### config.mk
export PLATFORM = sky130hd
export DESIGN_NAME = ppio_ctrl
export DESIGN_NICKNAME = d
export VERILOG_FILES = /design/src/rtl/ppio_pkg.sv /design/src/rtl/ppio_bus_if.sv /design/src/rtl/ppio_cfg.sv /design/src/rtl/ppio_port_latch.sv /design/src/rtl/ppio_ctrl.sv
export SDC_FILE = /design/constraint.sdc
export NUM_CORES = 1
export LEC_CHECK = 0
export BUFFER_PORTS_ARGS = -buffer_cell sky130_fd_sc_hd__buf_2
export CAP_MARGIN = 20
export CORE_MARGIN = 2
export CORE_UTILIZATION = 54
export DETAILED_ROUTE_END_ITERATION = 16
export GPL_TIMING_DRIVEN = 0
export PLACE_DENSITY = 0.86
export SETUP_SLACK_MARGIN = 0.4
export SYNTH_ARGS = -nofsm -noshare
export SYNTH_HDL_FRONTEND = slang
export SYNTH_SLANG_ARGS = --single-unit
### constraint.sdc
create_clock -name clk -period 3.15 [get_ports clk]
set_input_delay 0.315 -clock clk [delete_from_list [all_inputs] [get_ports clk]]
set_output_delay 0.315 -clock clk [all_outputs]
set_load 0.02 [all_outputs]
### src/rtl/ppio_pkg.sv
package ppio_pkg;

    localparam int DW       = 8;
    localparam int AW       = 2;
    localparam int NPORTS   = 3;
    localparam int IDXW     = $clog2(DW);
    localparam int HALF     = DW / 2;
    localparam logic [DW-1:0] CTRL_RESET = 8'h9B;

    typedef enum logic [AW-1:0] {
        SEL_A    = 2'd0,
        SEL_B    = 2'd1,
        SEL_C    = 2'd2,
        SEL_CTRL = 2'd3
    } sel_e;

    typedef struct packed {
        logic       is_cfg;
        logic [1:0] grp_a_mode;
        logic       a_in;
        logic       cu_in;
        logic       grp_b_mode;
        logic       b_in;
        logic       cl_in;
    } cfg_word_t;

    // Per-bit input mask of one port under a given configuration
    function automatic logic [DW-1:0] in_mask(input cfg_word_t c, input int p);
        logic [DW-1:0] m;
        case (p)
            0:       m = {DW{c.a_in}};
            1:       m = {DW{c.b_in}};
            default: m = {{HALF{c.cu_in}}, {HALF{c.cl_in}}};
        endcase
        return m;
    endfunction

endpackage

### src/rtl/ppio_bus_if.sv
module ppio_bus_if
    import ppio_pkg::*;
#(
    parameter int SYNC_STAGES = 2
) (
    input  logic          clk,
    input  logic          rst,
    input  logic          cs_n,
    input  logic          wr_n,
    input  logic [AW-1:0] addr,
    input  logic [DW-1:0] din,
    output logic          wr_pulse,
    output logic [AW-1:0] wr_addr,
    output logic [DW-1:0] wr_data
);
    logic [SYNC_STAGES:0] wr_sync;
    logic                 wr_level;
    logic                 wr_prev;
    logic                 hold_cs;

    always_ff @(posedge clk) begin
        if (rst) wr_sync <= '1;
        else     wr_sync <= {wr_sync[SYNC_STAGES-1:0], wr_n};
    end

    assign wr_level = wr_sync[SYNC_STAGES-1];
    assign wr_prev  = wr_sync[SYNC_STAGES];

    // Address, data and select are sampled while the strobe is seen low
    always_ff @(posedge clk) begin
        if (rst) begin
            hold_cs <= 1'b0;
            wr_addr <= '0;
            wr_data <= '0;
        end else if (!wr_level) begin
            hold_cs <= ~cs_n;
            wr_addr <= addr;
            wr_data <= din;
        end
    end

    assign wr_pulse = wr_level & ~wr_prev & hold_cs;

endmodule

### src/rtl/ppio_cfg.sv
module ppio_cfg
    import ppio_pkg::*;
(
    input  logic                       clk,
    input  logic                       rst,
    input  logic                       wr_pulse,
    input  logic [AW-1:0]              wr_addr,
    input  logic [DW-1:0]              wr_data,
    output cfg_word_t                  ctrl_q,
    output logic [NPORTS-1:0]          port_wr,
    output logic [NPORTS-1:0][DW-1:0]  clr_mask,
    output logic                       bit_wr,
    output logic [IDXW-1:0]            bit_idx,
    output logic                       bit_val
);
    cfg_word_t word;
    logic      to_ctrl;
    logic      cfg_wr;

    assign word    = cfg_word_t'(wr_data);
    assign to_ctrl = wr_pulse && (sel_e'(wr_addr) == SEL_CTRL);
    assign cfg_wr  = to_ctrl && word.is_cfg;
    assign bit_wr  = to_ctrl && !word.is_cfg;
    assign bit_idx = wr_data[IDXW:1];
    assign bit_val = wr_data[0];

    always_ff @(posedge clk) begin
        if (rst)         ctrl_q <= cfg_word_t'(CTRL_RESET);
        else if (cfg_wr) ctrl_q <= word;
    end

    for (genvar p = 0; p < NPORTS; p++) begin : g_dec
        assign port_wr[p]  = wr_pulse && (wr_addr == AW'(p));
        assign clr_mask[p] = {DW{cfg_wr}} & ~in_mask(word, p);
    end

endmodule

### src/rtl/ppio_port_latch.sv
module ppio_port_latch
    import ppio_pkg::*;
#(
    parameter bit HAS_BITOP = 1'b0
) (
    input  logic            clk,
    input  logic            rst,
    input  logic            wr_en,
    input  logic [DW-1:0]   wr_val,
    input  logic [DW-1:0]   clr,
    input  logic            bit_wr,
    input  logic [IDXW-1:0] bit_idx,
    input  logic            bit_val,
    output logic [DW-1:0]   q
);
    logic [DW-1:0] nxt;

    always_comb begin
        nxt = q;
        if (wr_en) begin
            nxt = wr_val;
        end else if (|clr) begin
            nxt = q & ~clr;
        end else if (HAS_BITOP && bit_wr) begin
            nxt[bit_idx] = bit_val;
        end
    end

    always_ff @(posedge clk) begin
        if (rst) q <= '0;
        else     q <= nxt;
    end

endmodule

### src/rtl/ppio_ctrl.sv
module ppio_ctrl
    import ppio_pkg::*;
#(
    parameter int SYNC_STAGES = 2
) (
    input  logic          clk,
    input  logic          rst,
    input  logic          cs_n,
    input  logic          rd_n,
    input  logic          wr_n,
    input  logic [AW-1:0] addr,
    input  logic [DW-1:0] din,
    output logic [DW-1:0] dout,
    output logic          dout_oe,
    input  logic [DW-1:0] pa_in,
    output logic [DW-1:0] pa_out,
    output logic [DW-1:0] pa_oe,
    input  logic [DW-1:0] pb_in,
    output logic [DW-1:0] pb_out,
    output logic [DW-1:0] pb_oe,
    input  logic [DW-1:0] pc_in,
    output logic [DW-1:0] pc_out,
    output logic [DW-1:0] pc_oe
);
    logic                      wr_pulse;
    logic [AW-1:0]             wr_addr;
    logic [DW-1:0]             wr_data;
    cfg_word_t                 ctrl_q;
    logic [NPORTS-1:0]         port_wr;
    logic [NPORTS-1:0][DW-1:0] clr_mask;
    logic                      bit_wr;
    logic [IDXW-1:0]           bit_idx;
    logic                      bit_val;
    logic [NPORTS-1:0][DW-1:0] pin_in;
    logic [NPORTS-1:0][DW-1:0] latch_q;
    logic [NPORTS-1:0][DW-1:0] drive;
    logic [NPORTS-1:0][DW-1:0] rd_val;

    ppio_bus_if #(.SYNC_STAGES(SYNC_STAGES)) u_bus (
        .clk      (clk),
        .rst      (rst),
        .cs_n     (cs_n),
        .wr_n     (wr_n),
        .addr     (addr),
        .din      (din),
        .wr_pulse (wr_pulse),
        .wr_addr  (wr_addr),
        .wr_data  (wr_data)
    );

    ppio_cfg u_cfg (
        .clk      (clk),
        .rst      (rst),
        .wr_pulse (wr_pulse),
        .wr_addr  (wr_addr),
        .wr_data  (wr_data),
        .ctrl_q   (ctrl_q),
        .port_wr  (port_wr),
        .clr_mask (clr_mask),
        .bit_wr   (bit_wr),
        .bit_idx  (bit_idx),
        .bit_val  (bit_val)
    );

    assign pin_in[0] = pa_in;
    assign pin_in[1] = pb_in;
    assign pin_in[2] = pc_in;

    for (genvar p = 0; p < NPORTS; p++) begin : g_port
        ppio_port_latch #(.HAS_BITOP(p == NPORTS - 1)) u_latch (
            .clk     (clk),
            .rst     (rst),
            .wr_en   (port_wr[p]),
            .wr_val  (wr_data),
            .clr     (clr_mask[p]),
            .bit_wr  (bit_wr),
            .bit_idx (bit_idx),
            .bit_val (bit_val),
            .q       (latch_q[p])
        );
        assign drive[p]  = ~in_mask(ctrl_q, p);
        assign rd_val[p] = (in_mask(ctrl_q, p) & pin_in[p]) | (drive[p] & latch_q[p]);
    end

    assign pa_out = latch_q[0];
    assign pb_out = latch_q[1];
    assign pc_out = latch_q[2];
    assign pa_oe  = drive[0];
    assign pb_oe  = drive[1];
    assign pc_oe  = drive[2];

    assign dout_oe = ~cs_n & ~rd_n;

    always_comb begin
        case (sel_e'(addr))
            SEL_A:    dout = rd_val[0];
            SEL_B:    dout = rd_val[1];
            SEL_C:    dout = rd_val[2];
            default:  dout = DW'(ctrl_q);
        endcase
    end

endmodule

* Yosys cells after proc, flatten, opt, wreduce, memory -nomap -nowiden
Cells that the tools add are included.
** Operators by class
- Reductions and logical operators :: 16
- Bitwise logic cells :: 30
- Equality and inequality tests :: 5
- Multiplexer cells :: 11
- $lt $le $gt $ge :: 2
** Operators by type and width (number)
- $and 8x8->8 :: 12
- $not 8->8 :: 9
- $mux 8 :: 7
- $or 8x8->8 :: 3
- $pmux 8 s3 :: 1
- $reduce_or 8->1 :: 3
- $bwmux 8 :: 1
- $logic_and 1x1->1 :: 7
- $eq 2x2->1 const B :: 3
- $eq 2x1->1 const B :: 2
- $logic_not 2->1 :: 2
- $lt 3x4->1 const B :: 1
- $reduce_bool 2->1 :: 2
- $and 1x1->1 :: 3
- $demux 1 s3 :: 1
- $ge 3x1->1 const B :: 1
- $not 1->1 :: 3
- $reduce_bool 3->1 :: 1
- $logic_not 1->1 :: 1
- $mux 1 :: 1
** Storage, ports and cells
- Logic and storage cells :: 78
- Output and inout bits :: 57
- Input port bits :: 39
- Flip-flop bits (word level) :: 46

* Logic depth before layout (Yosys ltp)
Gate-level depths: netlist of run 1.
- Word-level depth :: 10
- Depth in mapped cells :: 7
- Gate-level depth less buffers :: 4

* Modules after synthesis
A second synthesis of run 1 with hierarchy kept.
** Second synthesis, totals
- Cell total of the unflattened synthesis :: 342
- Area total of the unflattened synthesis :: 2936.6 µm²
** By module, submodules not included
- ppio_ctrl :: seq. area each 0.0 µm², area an instance 703.2 µm², cells each 83, times used 1
- ppio_port_latch (g_port[0].u_latch ...) :: seq. area each 160.2 µm², area an instance 315.3 µm², cells each 34, times used 2
- ppio_port_latch (g_port[2].u_latch) :: seq. area each 160.2 µm², area an instance 566.8 µm², cells each 81, times used 1
- ppio_cfg :: seq. area each 160.2 µm², area an instance 564.3 µm², cells each 67, times used 1
- ppio_bus_if :: seq. area each 280.3 µm², area an instance 471.7 µm², cells each 43, times used 1

* Worst setup path after synthesis of run 1
Ideal clock, no wire load.
- Path type :: register to output
- Start :: register u_cfg.ctrl_q[4] (netlist name)
- End :: output dout[5]
- Buffers on the path :: 1
- Stages on the path, launching flop included :: 4
- Data arrival time :: 1508 ps
- Path slack :: 1327 ps
- Required time :: 2835 ps
- Cell sequence :: dfxtp_1 clkbuf_1 mux2_2 mux4_2
** On the way
- Cells in the longest elaborated chain, start to end :: 4
- Elaborated cells on any way between the ends :: 5
- Classes of those cells :: mux: 1; bitwise: 4
** RTL lines
- $not 8->8 :: RTL line ppio_ctrl.sv:81 : assign drive[p] = ~in_mask(ctrl_q, p);
- $and 8x8->8 :: RTL line ppio_ctrl.sv:82 : assign rd_val[p] = (in_mask(ctrl_q, p) & pin_in[p]) | (drive[p] & latch_q[p]);
- $or 8x8->8 (*) :: RTL line ppio_ctrl.sv:82
- $pmux 8 s3 (*) :: RTL line ppio_ctrl.sv:95 : case (sel_e'(addr))
- end, declared :: RTL line ppio_ctrl.sv:13 : output logic [DW-1:0] dout,
Every way passes the cells marked *; elsewhere a longest branch is shown, timed or not.

* Worst setup path in the final report of run 1
- Start :: register u_cfg.ctrl_q[1] (netlist name)
- End :: output dout[1]
** On the way
- Cells in the longest elaborated chain, start to end :: 4
- Elaborated cells on any way between the ends :: 5
- Classes of those cells :: mux: 1; bitwise: 4
** RTL lines (RTL line)
- $not 8->8 :: ppio_ctrl.sv:81
- $and 8x8->8 :: ppio_ctrl.sv:82
- $or 8x8->8 :: ppio_ctrl.sv:82
- $pmux 8 s3 (*) :: ppio_ctrl.sv:95
Marks and branches as above.

==> flow_metrics.py, run 1 <==
metrics = {
    "status": {
        "outcome": "finished, final reports clean",
    },
    "sta": {
        "fin_crit_ns": 2.45,
        "relSlewSlack": 0.608,
        "skew_ns": 0.0163,
        "final-setup-viol-count": 0,
        "rsz0062_at_grt": "no",
        "fmax_mhz": 407,
        "period_share": 0.779,
        "fin_setup_tns_ns": 0,
        "drv_slew": 0,
        "hold_violations": 0,
        "tightestPinTransition_ns": 0.588,
    },
    "final_layout": {
        "nFillCells": 394,
        "final_util": 0.701,
        "drive_gt1_frac": 0.424,
        "fin_cells": 468,
        "antennaDiodeCount": 0,
        "fin_nets": 439,
        "synthToLayoutAreaGrowth_pct": 23.6,
    },
    "floorplan": {
        "rows": 25,
        "core_um2": 4790,
        "die_width_um": 74.9,
        "die_h_um": 74.9,
        "initial_core_util": 0.567,
        "dieArea_um2": 5610,
        "pin_count": 96,
    },
    "clock_tree": {
        "ctsResizeCount": 0,
        "cts_root_buf": "clkbuf_8",
        "htreeDepth": 2,
        "numCtsBuffers": 5,
        "cts_num_sinks": 46,
        "clk_pin_slew_ns": 0.10,
        "cts_buffer_depth": 2,
        "worstSkewPairLatency_ns": 0.32,
        "post_cts_buffers": 0,
        "postCtsHoldBufs": 0,
        "cts_tree": "yes",
    },
    "setup_path": {
        "worstSetupPathType": "flop to output port",
        "crit_fanout": 10,
        "critical_path.cell_chain": "clkbuf_1 > inv_1 > o311ai_0 > o21ai_1 > buf_2",
        "slowest_stage": "o311ai_0",
        "crit_buf_inv": 3,
        "cp-start-kind": "flop",
        "slowest_delay_ns": 0.50,
        "crit_family": "buffers and inverters",
        "required_ns": 2.83,
        "setup.worst_path.end_class": "output port",
        "crit_arrival_ns": 2.14,
    },
    "detailed_routing": {
        "drc_errors": 0,
        "ant_nets": 0,
        "wire_per_inst_um": 16.5,
        "via_per_inst": 5.71,
        "drt_iter0_drc": 221,
        "first_pass_iters": 4,
        "vias": 2670,
        "routed_wl_um": 7710,
    },
    "flow_run": {
        "maxCapViolCount": 0,
    },
    "global_routing": {
        "grt_pass1_wl_um": 11800,
        "antenna_found_initial": 0,
        "grt_max_degree": 17,
        "grt_usage": 0.280,
        "grt_pass1_vias": 2462,
        "grt-ovfl-total": 0,
    },
    "place": {
        "io_buffers": 93,
        "gp_congestion": 0.912,
        "hpwl_um": 5850,
        "place_inst": 460,
    },
    "synthesis": {
        "synth_commonest_cells": "dfxtp_1 (46), nor2_1 (33), buf_4 (24)",
        "synth_nets": 339,
        "seq_area_frac_synth": 0.339,
        "synth_area_leader_cell": "dfxtp_1",
        "synth.most_common_cell": "dfxtp_1",
        "netlist_area_um2": 2720,
        "synth.top_cell.area_share": 0.339,
        "ys.warnings.count": 0,
        "synth.distinct_cells": 50,
        "synth_area_leaders": "dfxtp_1 (34%), buf_4 (6.6%), mux2i_1 (4.8%)",
        "syn_area_per_cell_um2": 9.05,
        "postSynthCellCount": 300,
        "synth-edff-count": 0,
        "synthFlopType": "dfxtp_1",
        "ys_ff_latch": 46,
        "async_flop_share": 0,
    },
    "power_and_ir_drop": {
        "power.leakage_nw": 1.58,
        "p_per_area_nw_per_um2": 333,
        "peakVddDrop_uv": 274,
    },
    "hold_path": {
        "hold_class": "input port to flop",
    },
}
[worst register-to-register path, delay by kind of cell, from the launching register on]
| family | cells | cell delay [ns] |
|---|---|---|
| flops | 1 | 0.38 |
| compound gates | 1 | 0.24 |
| simple gates | 3 | 0.56 |
| buf+inv | 1 | 0.41 |
[cell usage in the layout, fill, tap and decap left out, types with 8 or more instances in the layout]
cell / instances
mux2_2: 11
inv_1: 9
dfxtp_1: 46
buf_4: 24
a22o_1: 12
a21oi_1: 15
o21ai_0: 14
mux2i_1: 13
buf_2: 101
clkbuf_1: 13
nand3b_1: 8
nand2_1: 13
nor2_1: 33
[report_power, final]
group / switching, mW / leakage, nW / internal (mW)
Clock: 0.218 / 0.0408 / 0.159
Sequential: 0.00598 / 0.372 / 0.588
Combinational: 0.0818 / 1.17 / 0.0644
[through the flow]
stage | hold WS [ns] | cell area [um2] | setup WS (ns) | power [mW]
after floorplan | 0.389 | 2720 | 1.33 | 0.697
after global placement | 0.393 | 3260 | 1.09 | 0.746
after detailed placement | 0.395 | 3260 | 1.07 | 0.750
after CTS | 0.178 | 3360 | 0.712 | 1.12
after global routing | 0.195 | 3360 | 0.603 | 1.15
final | 0.183 | 3360 | 0.696 | 1.12
[area by class of cell]
type	instances	area [um2]	area share
multi-input cells	198	1480	0.440
clock inverters	3	23.8	0.00708
flip-flops and latches	46	921	0.274
clock buffers	5	68.8	0.0205
well taps	67	83.8	0.0250
inverters	10	37.5	0.0112
plain buffers	46	280	0.0835
repair buffers	93	465	0.139
[flip-flops by register name, indices dropped and copies added (netlist names)]
name	count
u_bus.wr_sync	3
u_cfg.ctrl_q	8
u_bus.hold_cs	1
u_bus.wr_data	8
u_bus.wr_addr	2
g_port.u_latch.q	24
[path summary, 6_finish.rpt]
| kind | startpoint | end | slack [ns] | cells after the start |
|---|---|---|---|---|
| max | u_cfg.ctrl_q[1] | dout[1] | 0.70 | 5 |
| min | wr_n | u_bus.wr_sync[0] | 0.18 | 2 |
| max reg2reg | u_bus.wr_data[3] | g_port[2].u_latch.q[5] | 1.48 | 5 |
| min reg2reg | u_bus.wr_sync[0] | u_bus.wr_sync[1] | 0.42 | 1 |
[cells by family after synthesis]
| group | after synthesis | synth area share |
|---|---|---|
| multiplexers | 36 | 0.164 |
| AO/OA/AOI/OAI | 70 | 0.190 |
| buffers and inverters | 56 | 0.117 |
| flip-flops | 46 | 0.339 |
| AND/OR/NAND/NOR | 92 | 0.189 |
[per-layer routing]
layer	track usage	routed length, um	up-vias
met5	0	0	-
met4	0.133	227	0
met3	0.0522	654	24
met2	0.471	3770	169
met1	0.345	3060	1217
li1	-	-	1260
Note: power is estimated with default switching activity, not from simulation.
==> inputs of run 2 (changes only) <==
- ABC_AREA: default -> 1
- CORE_UTILIZATION: 54 -> 45
- PLACE_DENSITY: 0.86 -> 0.77
- clock period: 3.15 -> 2.1 ns (I/O delays scaled with it)
==> flow_metrics.py, run 2 <==
metrics = {
    "status": {
        "outcome": "finished, final reports clean",
    },
    "floorplan": {
        "pin_count": 96,
        "rows": 27,
        "dieArea_um2": 6320,
        "core_um2": 5510,
        "die_width_um": 79.5,
        "die_h_um": 79.5,
        "initial_core_util": 0.466,
    },
    "clock_tree": {
        "cts_root_buf": "clkbuf_8",
        "cts_tree": "yes",
        "numCtsBuffers": 5,
        "clk_pin_slew_ns": 0.10,
        "postCtsHoldBufs": 0,
        "cts_num_sinks": 46,
        "worstSkewPairLatency_ns": 0.31,
        "htreeDepth": 2,
        "cts_buffer_depth": 2,
    },
    "sta": {
        "skew_ns": 0.00897,
        "tightestPinTransition_ns": 0.628,
        "rsz0062_at_grt": "yes",
        "period_share": 0.847,
        "fmax_mhz": 562,
        "fin_crit_ns": 1.78,
        "drv_slew": 0,
        "fin_setup_tns_ns": 0,
        "relSlewSlack": 0.582,
        "final-setup-viol-count": 0,
        "hold_violations": 0,
    },
    "flow_run": {
        "maxCapViolCount": 0,
    },
    "setup_path": {
        "ff2ff_setup_slack_ns": 0.52,
        "crit_family": "compound AO/OA/AOI/OAI gates",
        "cp-start-kind": "flop",
        "worstSetupPathType": "flop to output port",
        "crit_fanout": 5,
        "rr_worst_depth": 7,
        "crit_arrival_ns": 1.57,
        "setup.worst_path.end_class": "output port",
        "path_depth": 5,
        "reg2reg_to": "g_port[1].u_latch.q[4]",
        "critPathCapture": "dout[2]",
        "slowest_stage": "dfxtp_4",
        "crit_path_start": "u_cfg.ctrl_q[4]",
        "crit_buf_inv": 3,
        "critical_path.cell_chain": "clkinv_4 > clkbuf_16 > o211ai_1 > o2111ai_2 > buf_6",
        "worstReg2RegStart": "u_bus.wr_sync[1]",
        "required_ns": 1.89,
        "slowest_delay_ns": 0.38,
    },
    "final_layout": {
        "largestRegisters": "g_port.u_latch.q x24, u_bus.wr_data x8, u_cfg.ctrl_q x8",
        "seq_area_um2": 930,
        "nFillCells": 518,
        "drive_gt1_frac": 0.300,
        "final_cell_mix": "buf_2 (91), nand2_1 (66), inv_1 (55)",
        "fin_area_um2": 3350,
        "antennaDiodeCount": 0,
        "fin_nets": 531,
        "largest_reg_flops": 24,
        "max_flop_register": "g_port.u_latch.q",
        "multi_input_area_um2": 1230,
        "synthToLayoutAreaGrowth_pct": 30.7,
        "layout_commonest_cell": "buf_2",
    },
    "synthesis": {
        "synth-edff-count": 0,
        "syn_area_per_cell_um2": 6.62,
        "synthFlopType": "dfxtp_1",
        "synth_area_leaders": "dfxtp_1 (36%), nand2_1 (9.8%), inv_1 (8.3%)",
        "ys.warnings.count": 0,
        "async_flop_share": 0,
        "synth_area_leader_cell": "dfxtp_1",
        "synth.top_cell.area_share": 0.359,
        "netlist_area_um2": 2560,
        "synth_commonest_cells": "nand2_1 (67), inv_1 (57), dfxtp_1 (46)",
        "synth.most_common_cell": "nand2_1",
        "postSynthCellCount": 387,
        "synth_nets": 426,
        "ys_ff_latch": 46,
        "seq_area_frac_synth": 0.359,
        "synth.distinct_cells": 23,
    },
    "place": {
        "io_buffers": 94,
        "placed_area_um2": 3120,
        "hpwl_um": 6100,
        "gp_congestion": 0.930,
    },
    "detailed_routing": {
        "drc_errors": 0,
        "drt_iter0_drc": 220,
        "vias": 3027,
        "routed_wl_um": 8290,
        "first_pass_iters": 6,
        "via_per_inst": 5.36,
        "ant_nets": 0,
        "wire_per_inst_um": 14.7,
    },
    "hold_path": {
        "hold_class": "input port to flop",
    },
    "global_routing": {
        "busiest_layer": "met2",
        "grt_pass1_vias": 2713,
        "use_met1": 0.334,
        "grt_util_met3": 0.0667,
        "grt_usage": 0.261,
        "grt-ovfl-total": 0,
        "antenna_found_initial": 0,
        "grt_pass1_wl_um": 12800,
        "met2_usage": 0.416,
        "grt_max_degree": 18,
    },
    "power_and_ir_drop": {
        "peakVddDrop_uv": 473,
        "p_per_area_nw_per_um2": 534,
        "power.leakage_nw": 1.66,
    },
}
==> run 2: kinds of logic (layout without fill, tap and decap cells) <==
logic type / after synthesis / in the layout / share of synthesized area
buf+inv: 91 / 197 / 0.166
compound gates: 101 / 101 / 0.225
simple gates: 149 / 149 / 0.249
flops: 46 / 46 / 0.359
==> run 2: worst min-delay path by stage <==
stage / start / endpoint / slack [ns] / cells past startpoint
floorplan: wr_n / u_bus.wr_sync[0] / 0.31 / 1
global placement: u_bus.wr_sync[0] / u_bus.wr_sync[1] / 0.39 / 1
detailed placement: wr_n / u_bus.wr_sync[0] / 0.40 / 2
CTS: wr_n / u_bus.wr_sync[0] / 0.08 / 2
global route: wr_n / u_bus.wr_sync[0] / 0.08 / 2
finish: wr_n / u_bus.wr_sync[0] / 0.08 / 2
==> run 2: per-layer routing <==
layer,share of wire,vias up,wire [um]
met5,0,-,0
met4,0.028,0,235
met3,0.091,25,755
met2,0.47,176,3900
met1,0.41,1357,3400
li1,-,1469,-
==> run 2: what timing repair did <==
action,in CTS,in global routing
buffers inserted,3,0
setup endpoints to repair,24,18
resized for setup,15,15
pin swaps,3,6
cloned,1,0
endpoints found under the hold margin,0,0
==> run 2: per-stage QoR <==
stage                     hold WS (ns)   util  std cells  setup slack [ns]  total power, mW
final                           0.0813  0.609        565             0.321             1.79
after global routing            0.0824  0.609        565             0.269             1.86
after CTS                       0.0795  0.602        565             0.345             1.78
after detailed placement         0.398  0.567        553             0.222             1.11
after global placement           0.392  0.567        553             0.255             1.10
after floorplan                  0.314      -        387             0.416             1.02
==> run 2: worst reg2reg max path, stage by stage (launching register included) <==
cell and delay, ns:
dfxtp_1 0.36, nand2_1 0.11, nor2_4 0.17, nand3_1 0.33, nand2_2 0.28, o22ai_1 0.10, inv_1 0.07, nor2_1 0.03
==> run 2: area by class of cell <==
cell class	count	area share
repair buffers	98	0.156
multi-input cells	250	0.367
plain buffers	33	0.0720
inverters	58	0.0672
well taps	72	0.0269
clock buffers	5	0.0205
flip-flops and latches	46	0.277
clock inverters	3	0.0131
==> run 2: where the power goes <==
part           total (mW)  internal, mW  switching [mW]
clock network       0.694         0.357           0.336
registers           0.897         0.884          0.0130
logic               0.200        0.0746           0.125
total                1.79          1.32           0.475
